[src/rtl/gta_pkg.sv]
package gta_pkg;
    localparam logic [1:0] RSN_NONE  = 2'd0;
    localparam logic [1:0] RSN_DEBUG = 2'd1;
    localparam logic [1:0] RSN_TIMER = 2'd2;
    localparam logic [1:0] RSN_NMIW  = 2'd3;

    localparam logic [2:0] ACT_ACTIVE = 3'd0;
    localparam logic [2:0] ACT_HALT   = 3'd1;
    localparam logic [2:0] ACT_MWAIT  = 3'd2;
    localparam logic [2:0] ACT_SHUT   = 3'd3;
    localparam logic [2:0] ACT_SIPI   = 3'd4;

    typedef enum logic [1:0] {
        S_IDLE  = 2'd0,
        S_RUN   = 2'd1,
        S_FIRED = 2'd2
    } tmr_state_e;
endpackage

[src/rtl/gta_counter.sv]
module gta_counter #(
    parameter int W = 32
) (
    input  logic         clk,
    input  logic         rst_n,
    input  logic         load_stb,
    input  logic [W-1:0] load_val,
    input  logic         dec_en,
    output logic         cnt_zero
);
    logic [W-1:0] cnt_q;

    always_ff @(posedge clk or negedge rst_n) begin
        if (!rst_n)
            cnt_q <= '0;
        else if (load_stb)
            cnt_q <= load_val;
        else if (dec_en && (cnt_q != '0))
            cnt_q <= cnt_q - 1'b1;
    end

    assign cnt_zero = (cnt_q == '0);
endmodule

[src/rtl/gta_fsm.sv]
module gta_fsm
    import gta_pkg::*;
(
    input  logic clk,
    input  logic rst_n,
    input  logic load_stb,
    input  logic cnt_zero,
    input  logic ack_tmr,
    output logic running,
    output logic tmr_pend
);
    tmr_state_e state_q, state_d;

    always_comb begin
        state_d = state_q;
        unique case (state_q)
            S_IDLE:  if (load_stb) state_d = S_RUN;
            S_RUN: begin
                if (load_stb)      state_d = S_RUN;
                else if (ack_tmr)  state_d = S_IDLE;
                else if (cnt_zero) state_d = S_FIRED;
            end
            S_FIRED: begin
                if (load_stb)     state_d = S_RUN;
                else if (ack_tmr) state_d = S_IDLE;
            end
            default: state_d = S_IDLE;
        endcase
    end

    always_ff @(posedge clk or negedge rst_n) begin
        if (!rst_n) state_q <= S_IDLE;
        else        state_q <= state_d;
    end

    always_comb begin
        running  = (state_q == S_RUN);
        tmr_pend = ((state_q == S_RUN) && cnt_zero) || (state_q == S_FIRED);
    end
endmodule

[src/rtl/gta_arbiter.sv]
module gta_arbiter
    import gta_pkg::*;
(
    input  logic       dbg_req,
    input  logic       tmr_req,
    input  logic       nmiw_req,
    output logic       exit_req,
    output logic [1:0] exit_reason
);
    always_comb begin
        if (dbg_req)       exit_reason = RSN_DEBUG;
        else if (tmr_req)  exit_reason = RSN_TIMER;
        else if (nmiw_req) exit_reason = RSN_NMIW;
        else               exit_reason = RSN_NONE;
        exit_req = dbg_req | tmr_req | nmiw_req;
    end
endmodule

[src/rtl/guest_timer_arb.sv]
module guest_timer_arb
    import gta_pkg::*;
#(
    parameter int CNT_W      = 32,
    parameter int MAX_CSTATE = 2
) (
    input  logic             clk,
    input  logic             rst_n,
    input  logic             load_stb,
    input  logic [CNT_W-1:0] load_val,
    input  logic             tick_en,
    input  logic [2:0]       cstate,
    input  logic [2:0]       act_state,
    input  logic             dbg_req,
    input  logic             nmiw_req,
    input  logic             exit_ack,
    output logic             exit_req,
    output logic [1:0]       exit_reason,
    output logic             wake
);
    localparam logic [2:0] CST_LIMIT = 3'(MAX_CSTATE);

    logic eligible, running, tmr_pend, tmr_live, cnt_zero, dec_en, ack_tmr;

    assign eligible = (cstate <= CST_LIMIT) &&
                      (act_state != ACT_SHUT) && (act_state != ACT_SIPI);
    assign dec_en   = running && tick_en && eligible;
    assign tmr_live = tmr_pend && eligible;
    assign ack_tmr  = exit_ack && (exit_reason == RSN_TIMER);
    assign wake     = tmr_live && ((act_state == ACT_HALT) || (act_state == ACT_MWAIT));

    gta_counter #(.W(CNT_W)) u_cnt (
        .clk      (clk),
        .rst_n    (rst_n),
        .load_stb (load_stb),
        .load_val (load_val),
        .dec_en   (dec_en),
        .cnt_zero (cnt_zero)
    );

    gta_fsm u_fsm (
        .clk      (clk),
        .rst_n    (rst_n),
        .load_stb (load_stb),
        .cnt_zero (cnt_zero),
        .ack_tmr  (ack_tmr),
        .running  (running),
        .tmr_pend (tmr_pend)
    );

    gta_arbiter u_arb (
        .dbg_req     (dbg_req),
        .tmr_req     (tmr_live),
        .nmiw_req    (nmiw_req),
        .exit_req    (exit_req),
        .exit_reason (exit_reason)
    );
endmodule

[config.mk]
export PLATFORM = sky130hd
export DESIGN_NAME = guest_timer_arb
export DESIGN_NICKNAME = d
export VERILOG_FILES = /design/src/rtl/gta_pkg.sv /design/src/rtl/gta_counter.sv /design/src/rtl/gta_fsm.sv /design/src/rtl/gta_arbiter.sv /design/src/rtl/guest_timer_arb.sv
export SDC_FILE = /design/constraint.sdc
export NUM_CORES = 1
export LEC_CHECK = 0
export BUFFER_PORTS_ARGS = -buffer_cell sky130_fd_sc_hd__buf_2
export CAP_MARGIN = 5
export CORE_UTILIZATION = 42
export CTS_CLUSTER_SIZE = 16
export DETAILED_ROUTE_END_ITERATION = 12
export PLACE_DENSITY = 0.66
export SLEW_MARGIN = 10
export SYNTH_ARGS = -nofsm -noshare
export SYNTH_HDL_FRONTEND = slang
export SYNTH_SLANG_ARGS = --single-unit
[constraint.sdc]
create_clock -name clk -period 2.9 [get_ports clk]
set_clock_uncertainty 0.15 [all_clocks]
set_input_delay 0.58 -clock clk [delete_from_list [all_inputs] [get_ports clk]]
set_output_delay 0.58 -clock clk [all_outputs]
set_load 0.05 [all_outputs]
== Word level (Yosys, flattened, before mapping) ==
Cells that the tools add are included.

* Equal/unequal tests: 10
* Order comparisons: 1
* Mux-type cells: 12
* Bitwise operators: 2
* Reduce and logical (&&, ||, !) cells: 16
* $add $sub $neg: 1

{| class="wikitable"
|+ Operators by type and width
! kind !! count
|-
| $mux 32 || 2
|-
| $logic_not 32->1 || 1
|-
| $reduce_bool 32->1 || 1
|-
| $sub 32x1->32 const B || 1
|-
| $mux 2 || 9
|-
| $logic_and 1x1->1 || 9
|-
| $ne 3x3->1 const B || 2
|-
| $pmux 2 s3 || 1
|-
| $eq 2x2->1 const B || 2
|-
| $ne 4x2->1 const B || 1
|-
| $eq 3x1->1 const B || 1
|-
| $eq 3x2->1 const B || 1
|-
| $le 3x2->1 const B || 1
|-
| $ne 3x2->1 const B || 1
|-
| $reduce_and 3->1 || 1
|-
| $eq 2x1->1 const B || 1
|-
| $logic_not 2->1 || 1
|-
| $logic_or 1x1->1 || 2
|-
| $ne 2x2->1 const B || 1
|-
| $or 1x1->1 || 2
|-
| $reduce_bool 2->1 || 1
|}

* Output and inout bits: 4
* Input bits: 45
* Flip-flop bits (word level): 34

== Longest topological paths before layout ==
Gate-level depths: netlist (run 1).

* Depth in word-level cells: 11
* Depth in mapped cells: 8
* Mapped depth without buffers: 7

== Modules after synthesis ==
A second synthesis (run 1) with hierarchy kept.

* Cells, all modules: 258
* Area total of the unflattened synthesis: 2,287.2 µm²

{| class="wikitable"
|+ Modules (own cells, without submodules)
! module !! sequential area each (µm²) !! area each (µm²) !! cells an instance !! instances
|-
| gta_counter || 800.8 || 2,067.0 || 234 || 1
|-
| gta_fsm || 50.0 || 102.6 || 9 || 1
|-
| guest_timer_arb || 0.0 || 91.3 || 10 || 1
|-
| gta_arbiter || 0.0 || 26.3 || 5 || 1
|}

== Least setup slack after synthesis (run 1) ==
No wires, ideal clock.

* Path type: reg2out
* From: register u_cnt.cnt_q[8]
* To: output wake
* Setup slack: -0.543 ns
* Arrival time: 2.713 ns
* Stages on the path, launching flop included: 7
* Path buffers: 1
* Path through: dfrtp_1 > or2_1 > clkbuf_1 > or3_1 > nor4_1 > o21bai_1 > nor3_1

* Word-level cells in the longest chain between the ends: 5

{| class="wikitable"
|+ RTL lines
! element !! line !! source
|-
| from (decl) || gta_counter.sv:11 || <nowiki>logic [W-1:0] cnt_q;</nowiki>
|-
| from (signal assigned) || gta_counter.sv:17 || <nowiki>cnt_q <= load_val;</nowiki>
|-
| from (signal assigned) || gta_counter.sv:19 || <nowiki>cnt_q <= cnt_q - 1'b1;</nowiki>
|-
| $logic_not 32->1 || gta_counter.sv:22 || <nowiki>assign cnt_zero = (cnt_q == '0);</nowiki>
|-
| $logic_and 1x1->1 || gta_fsm.sv:38 || <nowiki>tmr_pend = ((state_q == S_RUN) && cnt_zero) || (state_q == S_FIRED);</nowiki>
|-
| $logic_or 1x1->1 || gta_fsm.sv:38 ||
|-
| $logic_and 1x1->1 || guest_timer_arb.sv:28 || <nowiki>assign tmr_live = tmr_pend && eligible;</nowiki>
|-
| $logic_and 1x1->1 || guest_timer_arb.sv:30 || <nowiki>assign wake = tmr_live && ((act_state == ACT_HALT) || (act_state == ACT_MWAIT));</nowiki>
|-
| to (decl) || guest_timer_arb.sv:19 || <nowiki>output logic wake</nowiki>
|}

No other way between the ends.

== Final worst setup path (run 1) ==
Same ends and word-level chain as after synthesis.

==> results of run 1 <==
[how the worst max path moves through the flow]
| stage | to | slack [ns] | depth (start not counted) |
|---|---|---|---|
| after global routing | wake | -0.06 | 8 |
| after floorplan | wake | -0.15 | 6 |
| final | wake | 0.01 | 6 |
| after CTS | exit_reason[0] | 0.003 | 6 |
| after global placement | wake | 0.07 | 6 |
| after detailed placement | wake | 0.03 | 6 |
[power groups by stage]
| stage | Clock (W) | Combinational (W) | Sequential [W] |
|---|---|---|---|
| after floorplan | 0 | 0.000144 | 0.000563 |
| after global placement | 0 | 0.000234 | 0.000567 |
| after detailed placement | 0 | 0.000238 | 0.000568 |
| after CTS | 0.000340 | 0.000243 | 0.000565 |
| after global routing | 0.000354 | 0.000281 | 0.000577 |
| final | 0.000331 | 0.000252 | 0.000571 |
[synth_stat cells, drive strengths merged (3+ instances only)]
cell type  number  share of area
nor2           20          0.035
nand3          21          0.046
nand2b          4          0.011
o31ai          11          0.035
a21oi           4         0.0084
nor3           11          0.032
o21ai           7          0.015
a22oi           4          0.013
o41ai           4          0.015
nand2          24          0.038
nand4           5          0.013
a31oi          12          0.032
or4            19          0.061
dfrtp          34           0.36
nand3b          3         0.0095
or2             4          0.012
clkbuf         14          0.043
or3             8          0.023
inv             6         0.0095
and3            4          0.011
nor2b           7          0.018
o211ai          8          0.025
nor4            6          0.018
[registers in the layout, summed over array words and instances, names as in the netlist]
name	flops
u_cnt.cnt_q	32
u_fsm.state_q	2
[stage by stage]
step | power, W | utilization | TNS [ns] | cells
after global routing | 0.00121 | 0.544 | -0.0926 | 411
after global placement | 0.000801 | 0.504 | 0 | 397
final | 0.00115 | 0.544 | 0 | 411
after floorplan | 0.000707 | - | -0.145 | 271
after detailed placement | 0.000806 | 0.504 | 0 | 397
after CTS | 0.00115 | 0.528 | 0 | 404
[worst max-delay path, delay by kind of cell, from the launching register on]
kind            cells  cell delay (ns)
compound gates      1             0.16
simple gates        4             1.14
buf+inv             1             0.18
flops               1             0.40
[cell type report]
class / instances / area, µm²
Inverter: 6 / 22.5
Clock buffer: 7 / 76.3
Tap cell: 72 / 90.1
Multi-Input combinational cell: 215 / 1460
Fill cell: 549 / 2490
Timing Repair Buffer: 77 / 475
Sequential cell: 34 / 852
[cells by family after synthesis]
kind of cell	after synthesis	synth area share
AND/OR/NAND/NOR	145	0.360
AO/OA/AOI/OAI	65	0.198
flip-flops	34	0.358
buffers and inverters	22	0.0606
multiplexers	2	0.00896
adder cells (fa/ha/maj)	2	0.0105
XOR/XNOR	1	0.00369
[routing by layer]
metal / GRT usage / share of wire
met1: 0.310 / 0.47
met2: 0.363 / 0.48
met3: 0.0417 / 0.040
met4: 0.0566 / 0.011
met5: 0 / 0
[timing repair]
action | CTS | global route
endpoints found under the setup margin | 4 | 4
hold endpoints to repair | 0 | 0
gates resized for setup | 10 | 11
setup buffers | 0 | 7
pin swaps | 3 | 5
==> flow_results.xml, run 1 <==
<?xml version="1.0" encoding="UTF-8"?>
<metrics>
  <group name="synth">
    <metric name="syn-instance-count" unit="">271</metric>
    <metric name="ys_async_sr_fraction" unit="">1.00</metric>
    <metric name="postSynthRegisterBits" unit="">34</metric>
    <metric name="synth-edff-count" unit="">0</metric>
    <metric name="most_used_flip_flop_cell_after_synthesis" unit="">sky130_fd_sc_hd__dfrtp_1</metric>
    <metric name="postSynthAreaPerCell" unit="µm²">8.76</metric>
    <metric name="synthesis.nets" unit="">318</metric>
    <metric name="yosysSeqAreaShare" unit="">0.358</metric>
    <metric name="ys_types" unit="">58</metric>
    <metric name="synth-warning-count" unit="">0</metric>
    <metric name="synthesis.area" unit="µm²">2370</metric>
  </group>
  <group name="sta">
    <metric name="timing.fmax" unit="MHz">347</metric>
    <metric name="maxSlewViolCount" unit="">0</metric>
    <metric name="max_slew_margin" unit="">0.462</metric>
    <metric name="finalWorstSetupSlack" unit="ns">0.0144</metric>
    <metric name="timing.hold.ws" unit="ns">0.234</metric>
    <metric name="grt_setup_unrepaired" unit="">true</metric>
    <metric name="timing_worst_slew_pin_value" unit="ns">0.807</metric>
    <metric name="layout_worst_path_cycle_share" unit="">0.995</metric>
    <metric name="finalCriticalPeriod" unit="ns">2.89</metric>
    <metric name="hold_viol_final" unit="">0</metric>
    <metric name="final-setup-viol-count" unit="">0</metric>
  </group>
  <group name="finish">
    <metric name="final_layout_size_suffix_gt1_frac" unit="">0.322</metric>
    <metric name="antenna_cells" unit="">0</metric>
    <metric name="final_common_cell" unit="">sky130_fd_sc_hd__buf_2</metric>
    <metric name="area.growth.synth_to_final" unit="%">25.4</metric>
    <metric name="stdcell_area" unit="µm²">2980</metric>
    <metric name="finalNetCount" unit="">386</metric>
    <metric name="final_cell_mix" unit="">sky130_fd_sc_hd__buf_2 (44), sky130_fd_sc_hd__dfrtp_1 (33), sky130_fd_sc_hd__buf_4 (30), sky130_fd_sc_hd__nand2_1 (24), sky130_fd_sc_hd__nand3_1 (20)</metric>
  </group>
  <group name="worst_setup_path">
    <metric name="cp_cell_sequence" unit="">or2_1 &gt; or3_4 &gt; nor4_4 &gt; o21bai_2 &gt; nor3_2 &gt; buf_6</metric>
    <metric name="cp_slowest_cell" unit="">sky130_fd_sc_hd__dfrtp_1</metric>
    <metric name="critical_path.max_stage_delay" unit="ns">0.40</metric>
    <metric name="crit_path_max_fanout" unit="">4</metric>
    <metric name="critPathKind" unit="">reg -&gt; out</metric>
    <metric name="setup.reg_to_reg.worst_slack" unit="ns">0.18</metric>
    <metric name="setup.worst_path.start" unit="">u_cnt.cnt_q[8]</metric>
    <metric name="worst-r2r-cell-count" unit="">8</metric>
    <metric name="cp.required" unit="ns">2.17</metric>
    <metric name="timing.rr.end" unit="">u_cnt.cnt_q[30]</metric>
    <metric name="crit_path_start_kind" unit="">flip-flop</metric>
    <metric name="end_kind" unit="">output port</metric>
    <metric name="cp.arrival" unit="ns">2.16</metric>
    <metric name="reg2reg_from" unit="">u_cnt.cnt_q[0]</metric>
  </group>
  <group name="power">
    <metric name="power.ir.vdd_worst" unit="mV">0.182</metric>
    <metric name="seqPwrFrac" unit="">0.495</metric>
    <metric name="internal-power" unit="W">0.000802</metric>
    <metric name="power-per-cell-area" unit="nW/µm²">388</metric>
    <metric name="p_leak" unit="nW">1.18</metric>
    <metric name="power_switching_share" unit="">0.305</metric>
    <metric name="net-switching-power" unit="W">0.000352</metric>
    <metric name="p_comb_frac" unit="">0.218</metric>
    <metric name="clockPowerShare" unit="">0.287</metric>
  </group>
  <group name="min_path">
    <metric name="hp-class" unit="">in -&gt; async</metric>
  </group>
  <group name="clock_tree">
    <metric name="clock_insertion_delay_worst_skew" unit="ns">0.28</metric>
    <metric name="cts_buffer_depth" unit="">2</metric>
    <metric name="root_buf_cell" unit="">sky130_fd_sc_hd__clkbuf_8</metric>
    <metric name="clkSlewWorstSetupHoldPaths" unit="ns">0.07</metric>
    <metric name="tritoncts.num_buffers" unit="">5</metric>
    <metric name="post_cts_hold_buffer_count" unit="">0</metric>
    <metric name="clock_tree_from_tritoncts" unit="">built</metric>
    <metric name="cts.htree.levels" unit="">2</metric>
    <metric name="cts.sink_count" unit="">34</metric>
  </group>
  <group name="drt">
    <metric name="post_route_drc_violation_count" unit="">0</metric>
    <metric name="vias_post_dr" unit="">2393</metric>
    <metric name="ant_nets" unit="">0</metric>
    <metric name="wl_cell" unit="µm">15.7</metric>
    <metric name="drtPass1Iterations" unit="">4</metric>
    <metric name="drt_iter0_markers" unit="">138</metric>
    <metric name="detail_routed_via_count_per_cell" unit="">5.82</metric>
    <metric name="drt-total-wl" unit="µm">6440</metric>
  </group>
  <group name="global_routing">
    <metric name="grt_pass1_vias" unit="">2174</metric>
    <metric name="grt_start_max_net_pins" unit="">35</metric>
    <metric name="grt-ovfl-total" unit="">0</metric>
    <metric name="antenna_found_initial" unit="">0</metric>
    <metric name="grt.total_usage" unit="">0.225</metric>
    <metric name="grt_first_pass_wirelength" unit="µm">10600</metric>
  </group>
  <group name="floorplan">
    <metric name="fp.dieW" unit="µm">77.2</metric>
    <metric name="initial_core_util" unit="">0.434</metric>
    <metric name="core_region_area" unit="µm²">5470</metric>
    <metric name="fp.dieArea" unit="µm²">5960</metric>
    <metric name="rows" unit="">27</metric>
    <metric name="die_height" unit="µm">77.2</metric>
    <metric name="boundaryPins" unit="">49</metric>
  </group>
  <group name="place">
    <metric name="io_buffers" unit="">48</metric>
    <metric name="gp_routability_congestion" unit="">0.804</metric>
    <metric name="placed_cell_area" unit="µm²">2760</metric>
    <metric name="pre_cts_worst_setup_slack" unit="ns">0.0323</metric>
    <metric name="detailed_place_hpwl" unit="µm">4410</metric>
  </group>
  <group name="job">
    <metric name="max_cap_violations" unit="">0</metric>
  </group>
  <group name="status">
    <metric name="outcome" unit="">finished clean</metric>
  </group>
</metrics>
(Power assumes the default switching activity.)
==> run 2: changes to the inputs <==
--- a/config.mk
+++ b/config.mk
@@ -7,9 +7,11 @@
 export LEC_CHECK = 0
 export BUFFER_PORTS_ARGS = -buffer_cell sky130_fd_sc_hd__buf_2
 export CAP_MARGIN = 5
+export CORE_MARGIN = 2
 export CORE_UTILIZATION = 42
 export CTS_CLUSTER_SIZE = 16
 export DETAILED_ROUTE_END_ITERATION = 12
+export HOLD_SLACK_MARGIN = 0.05
 export PLACE_DENSITY = 0.66
 export SLEW_MARGIN = 10
 export SYNTH_ARGS = -nofsm -noshare
==> run 2 against run 1 <==
Against the previous run:
- the run now ends with negative setup slack left
- non-clock buffer count did not move
- flip-flop and latch count did not move
- hold slack got worse by 0.012 ns
- utilization rose by 0.78 points
- die area rose by 5.2%
- clock power rose by 9.7%
- combinational power rose by 3%
- register-to-register slack got worse by 0.05 ns
- maximum frequency fell by 2.6%
- critical path type unchanged
- critical endpoint unchanged
- largest power group unchanged
==> flow_results.xml, run 2 (same netlist as run 1, synthesis figures left out) <==
<?xml version="1.0" encoding="UTF-8"?>
<metrics>
  <group name="finish">
    <metric name="filler_cell_count" unit="">523</metric>
    <metric name="reg_top3" unit="">u_cnt.cnt_q x32, u_fsm.state_q x2</metric>
    <metric name="antenna_cells" unit="">0</metric>
    <metric name="fin_cells" unit="">412</metric>
    <metric name="ff_latch_area" unit="µm²">851</metric>
    <metric name="area.growth.synth_to_final" unit="%">27.2</metric>
    <metric name="finalNetCount" unit="">386</metric>
    <metric name="final_cell_mix" unit="">sky130_fd_sc_hd__buf_2 (44), sky130_fd_sc_hd__dfrtp_1 (34), sky130_fd_sc_hd__buf_4 (29), sky130_fd_sc_hd__nand2_1 (24), sky130_fd_sc_hd__nand3_1 (20)</metric>
    <metric name="stdcell_area" unit="µm²">3020</metric>
    <metric name="final_layout_size_suffix_gt1_frac" unit="">0.326</metric>
    <metric name="multiInputGateArea" unit="µm²">1480</metric>
    <metric name="final_common_cell" unit="">sky130_fd_sc_hd__buf_2</metric>
    <metric name="regMostFlops" unit="">u_cnt.cnt_q</metric>
    <metric name="layout.core_utilization" unit="">0.552</metric>
    <metric name="max_ffs_per_register" unit="">32</metric>
  </group>
  <group name="worst_setup_path">
    <metric name="cp_cell_sequence" unit="">inv_2 &gt; ha_4 &gt; nor3b_4 &gt; nand4_1 &gt; nor4_4 &gt; o21bai_4 &gt; nor3_2 &gt; buf_6</metric>
    <metric name="critPathKind" unit="">reg -&gt; out</metric>
    <metric name="cpLargestDelayFamily" unit="">simple AND/OR/NAND/NOR gates</metric>
    <metric name="cp.required" unit="ns">2.17</metric>
    <metric name="end_kind" unit="">output port</metric>
    <metric name="cp_slowest_cell" unit="">sky130_fd_sc_hd__nor4_4</metric>
    <metric name="crit_path_start_kind" unit="">flip-flop</metric>
    <metric name="cp.arrival" unit="ns">2.23</metric>
    <metric name="timing.critical_path.buf_inv" unit="">2</metric>
    <metric name="crit_path_max_fanout" unit="">4</metric>
    <metric name="critical_path.max_stage_delay" unit="ns">0.42</metric>
  </group>
  <group name="floorplan">
    <metric name="die_height" unit="µm">79.2</metric>
    <metric name="fp.dieW" unit="µm">79.2</metric>
    <metric name="initial_core_util" unit="">0.434</metric>
    <metric name="boundaryPins" unit="">49</metric>
    <metric name="core_region_area" unit="µm²">5470</metric>
    <metric name="rows" unit="">27</metric>
    <metric name="fp.dieArea" unit="µm²">6270</metric>
  </group>
  <group name="place">
    <metric name="io_buffers" unit="">48</metric>
    <metric name="gp_routability_congestion" unit="">0.801</metric>
    <metric name="detailed_place_hpwl" unit="µm">4460</metric>
    <metric name="placed_cell_area" unit="µm²">2730</metric>
    <metric name="pre_cts_worst_setup_slack" unit="ns">0.00960</metric>
    <metric name="placed_cells" unit="">393</metric>
  </group>
  <group name="drt">
    <metric name="drt-total-wl" unit="µm">6660</metric>
    <metric name="wl_cell" unit="µm">16.2</metric>
    <metric name="drtPass1Iterations" unit="">4</metric>
    <metric name="vias_post_dr" unit="">2419</metric>
    <metric name="detail_routed_via_count_per_cell" unit="">5.87</metric>
    <metric name="ant_nets" unit="">0</metric>
    <metric name="drt_iter0_markers" unit="">141</metric>
    <metric name="post_route_drc_violation_count" unit="">0</metric>
  </group>
  <group name="sta">
    <metric name="timing_worst_slew_pin_value" unit="ns">0.786</metric>
    <metric name="final-setup-viol-count" unit="">2</metric>
    <metric name="timing.fmax" unit="MHz">338</metric>
    <metric name="maxSlewViolCount" unit="">0</metric>
    <metric name="max_slew_margin" unit="">0.476</metric>
    <metric name="hold_viol_final" unit="">0</metric>
    <metric name="finalCriticalPeriod" unit="ns">2.96</metric>
    <metric name="grt_setup_unrepaired" unit="">true</metric>
    <metric name="finalWorstSetupSlack" unit="ns">-0.0627</metric>
    <metric name="layout_worst_path_cycle_share" unit="">1.02</metric>
  </group>
  <group name="clock_tree">
    <metric name="clkSlewWorstSetupHoldPaths" unit="ns">0.07</metric>
    <metric name="root_buf_cell" unit="">sky130_fd_sc_hd__clkbuf_8</metric>
    <metric name="cts.sink_count" unit="">34</metric>
    <metric name="cts_buffer_depth" unit="">2</metric>
    <metric name="post_cts_hold_buffer_count" unit="">0</metric>
    <metric name="tritoncts.num_buffers" unit="">5</metric>
    <metric name="clock_insertion_delay_worst_skew" unit="ns">0.29</metric>
    <metric name="clock_tree_from_tritoncts" unit="">built</metric>
    <metric name="cts.htree.levels" unit="">2</metric>
  </group>
  <group name="global_routing">
    <metric name="grt_first_pass_wirelength" unit="µm">11000</metric>
    <metric name="grt_pass1_vias" unit="">2335</metric>
    <metric name="grt.total_usage" unit="">0.223</metric>
    <metric name="grt_start_max_net_pins" unit="">44</metric>
    <metric name="antenna_found_initial" unit="">0</metric>
    <metric name="grt-ovfl-total" unit="">0</metric>
  </group>
  <group name="status">
    <metric name="outcome" unit="">complete, but fails checks</metric>
    <metric name="failed_checks" unit="">negative setup slack</metric>
  </group>
  <group name="job">
    <metric name="max_cap_violations" unit="">0</metric>
  </group>
  <group name="power">
    <metric name="p_leak" unit="nW">1.19</metric>
    <metric name="power-per-cell-area" unit="nW/µm²">395</metric>
    <metric name="power.ir.vdd_worst" unit="mV">0.169</metric>
  </group>
  <group name="min_path">
    <metric name="hp-class" unit="">in -&gt; async</metric>
  </group>
</metrics>
==> run 2: cell types whose count changed in the layout (fill, tap and decap cells not counted), moves of 2 or more <==
cell,delta
sky130_fd_sc_hd__nor3_2,-2
sky130_fd_sc_hd__nor4_2,+2
sky130_fd_sc_hd__nor4_4,-2
sky130_fd_sc_hd__buf_6,+2
==> run 2: worst paths after layout <==
kind / startpoint / to / slack [ns] / cells past startpoint
worst max-delay path: u_cnt.cnt_q[1] / wake / -0.06 / 8
worst min-delay path: rst_n / u_cnt.cnt_q[3] / 0.22 / 1
worst max register to register: u_cnt.cnt_q[0] / u_cnt.cnt_q[30] / 0.13 / 10
worst min register to register: u_fsm.state_q[1] / u_fsm.state_q[0] / 0.35 / 1
max in group asynchronous: rst_n / u_cnt.cnt_q[14] / 1.88 / 1
min in group clk: load_val[5] / u_cnt.cnt_q[5] / 0.35 / 3
==> run 2: stage by stage <==
step | setup TNS (ns) | hold WS, ns | total power [W]
3_5_place_dp | 0 | 0.329 | 0.000798
6_report | -0.0895 | 0.222 | 0.00119
4_1_cts | -0.0299 | 0.243 | 0.00119
3_3_place_gp | 0 | 0.316 | 0.000792
5_1_grt | -0.433 | 0.290 | 0.00126
2_1_floorplan | -0.145 | 0.134 | 0.000707
==> run 2: timing repair <==
action | in CTS | in global routing
resized for setup | 21 | 4
endpoints found under the setup margin | 4 | 8
pin swaps | 6 | 5
setup buffers | 6 | 5
==> run 2: layer usage <==
layer  global-route usage  share of wire  routed length, µm  vias up
met3               0.0489          0.047                315       14
li1                     -              -                  -     1189
met2                0.361           0.48               3190       69
met5                    0              0                  0        -
met1                0.294           0.45               3020     1147
met4               0.0828          0.020                132        0
==> run 2: worst reg2reg max path: stages (launching register included) <==
cell and delay, ns:
sky130_fd_sc_hd__dfrtp_1 0.39, sky130_fd_sc_hd__inv_2 0.08, sky130_fd_sc_hd__buf_4 0.11, sky130_fd_sc_hd__buf_4 0.09, sky130_fd_sc_hd__buf_4 0.10, sky130_fd_sc_hd__ha_1 0.23
sky130_fd_sc_hd__or4b_4 0.52, sky130_fd_sc_hd__nor2_4 0.17, sky130_fd_sc_hd__nand3_4 0.16, sky130_fd_sc_hd__or4_1 0.51, sky130_fd_sc_hd__a31oi_1 0.19
==> run 2: cell type report <==
class,instances,area share
clock buffers,7,0.0286
flip-flops and latches,34,0.282
inverters,6,0.00746
multi-input cells,215,0.491
repair buffers,77,0.160
clock inverters,1,0.00166
well taps,72,0.0298
==> run 2: power by group <==
group	switching [W]	leakage (nW)	internal [W]	total [W]
clock network	0.000171	0.0482	0.000191	0.000363
registers	0.0000532	0.389	0.000519	0.000572
logic	0.000135	0.754	0.000125	0.000260
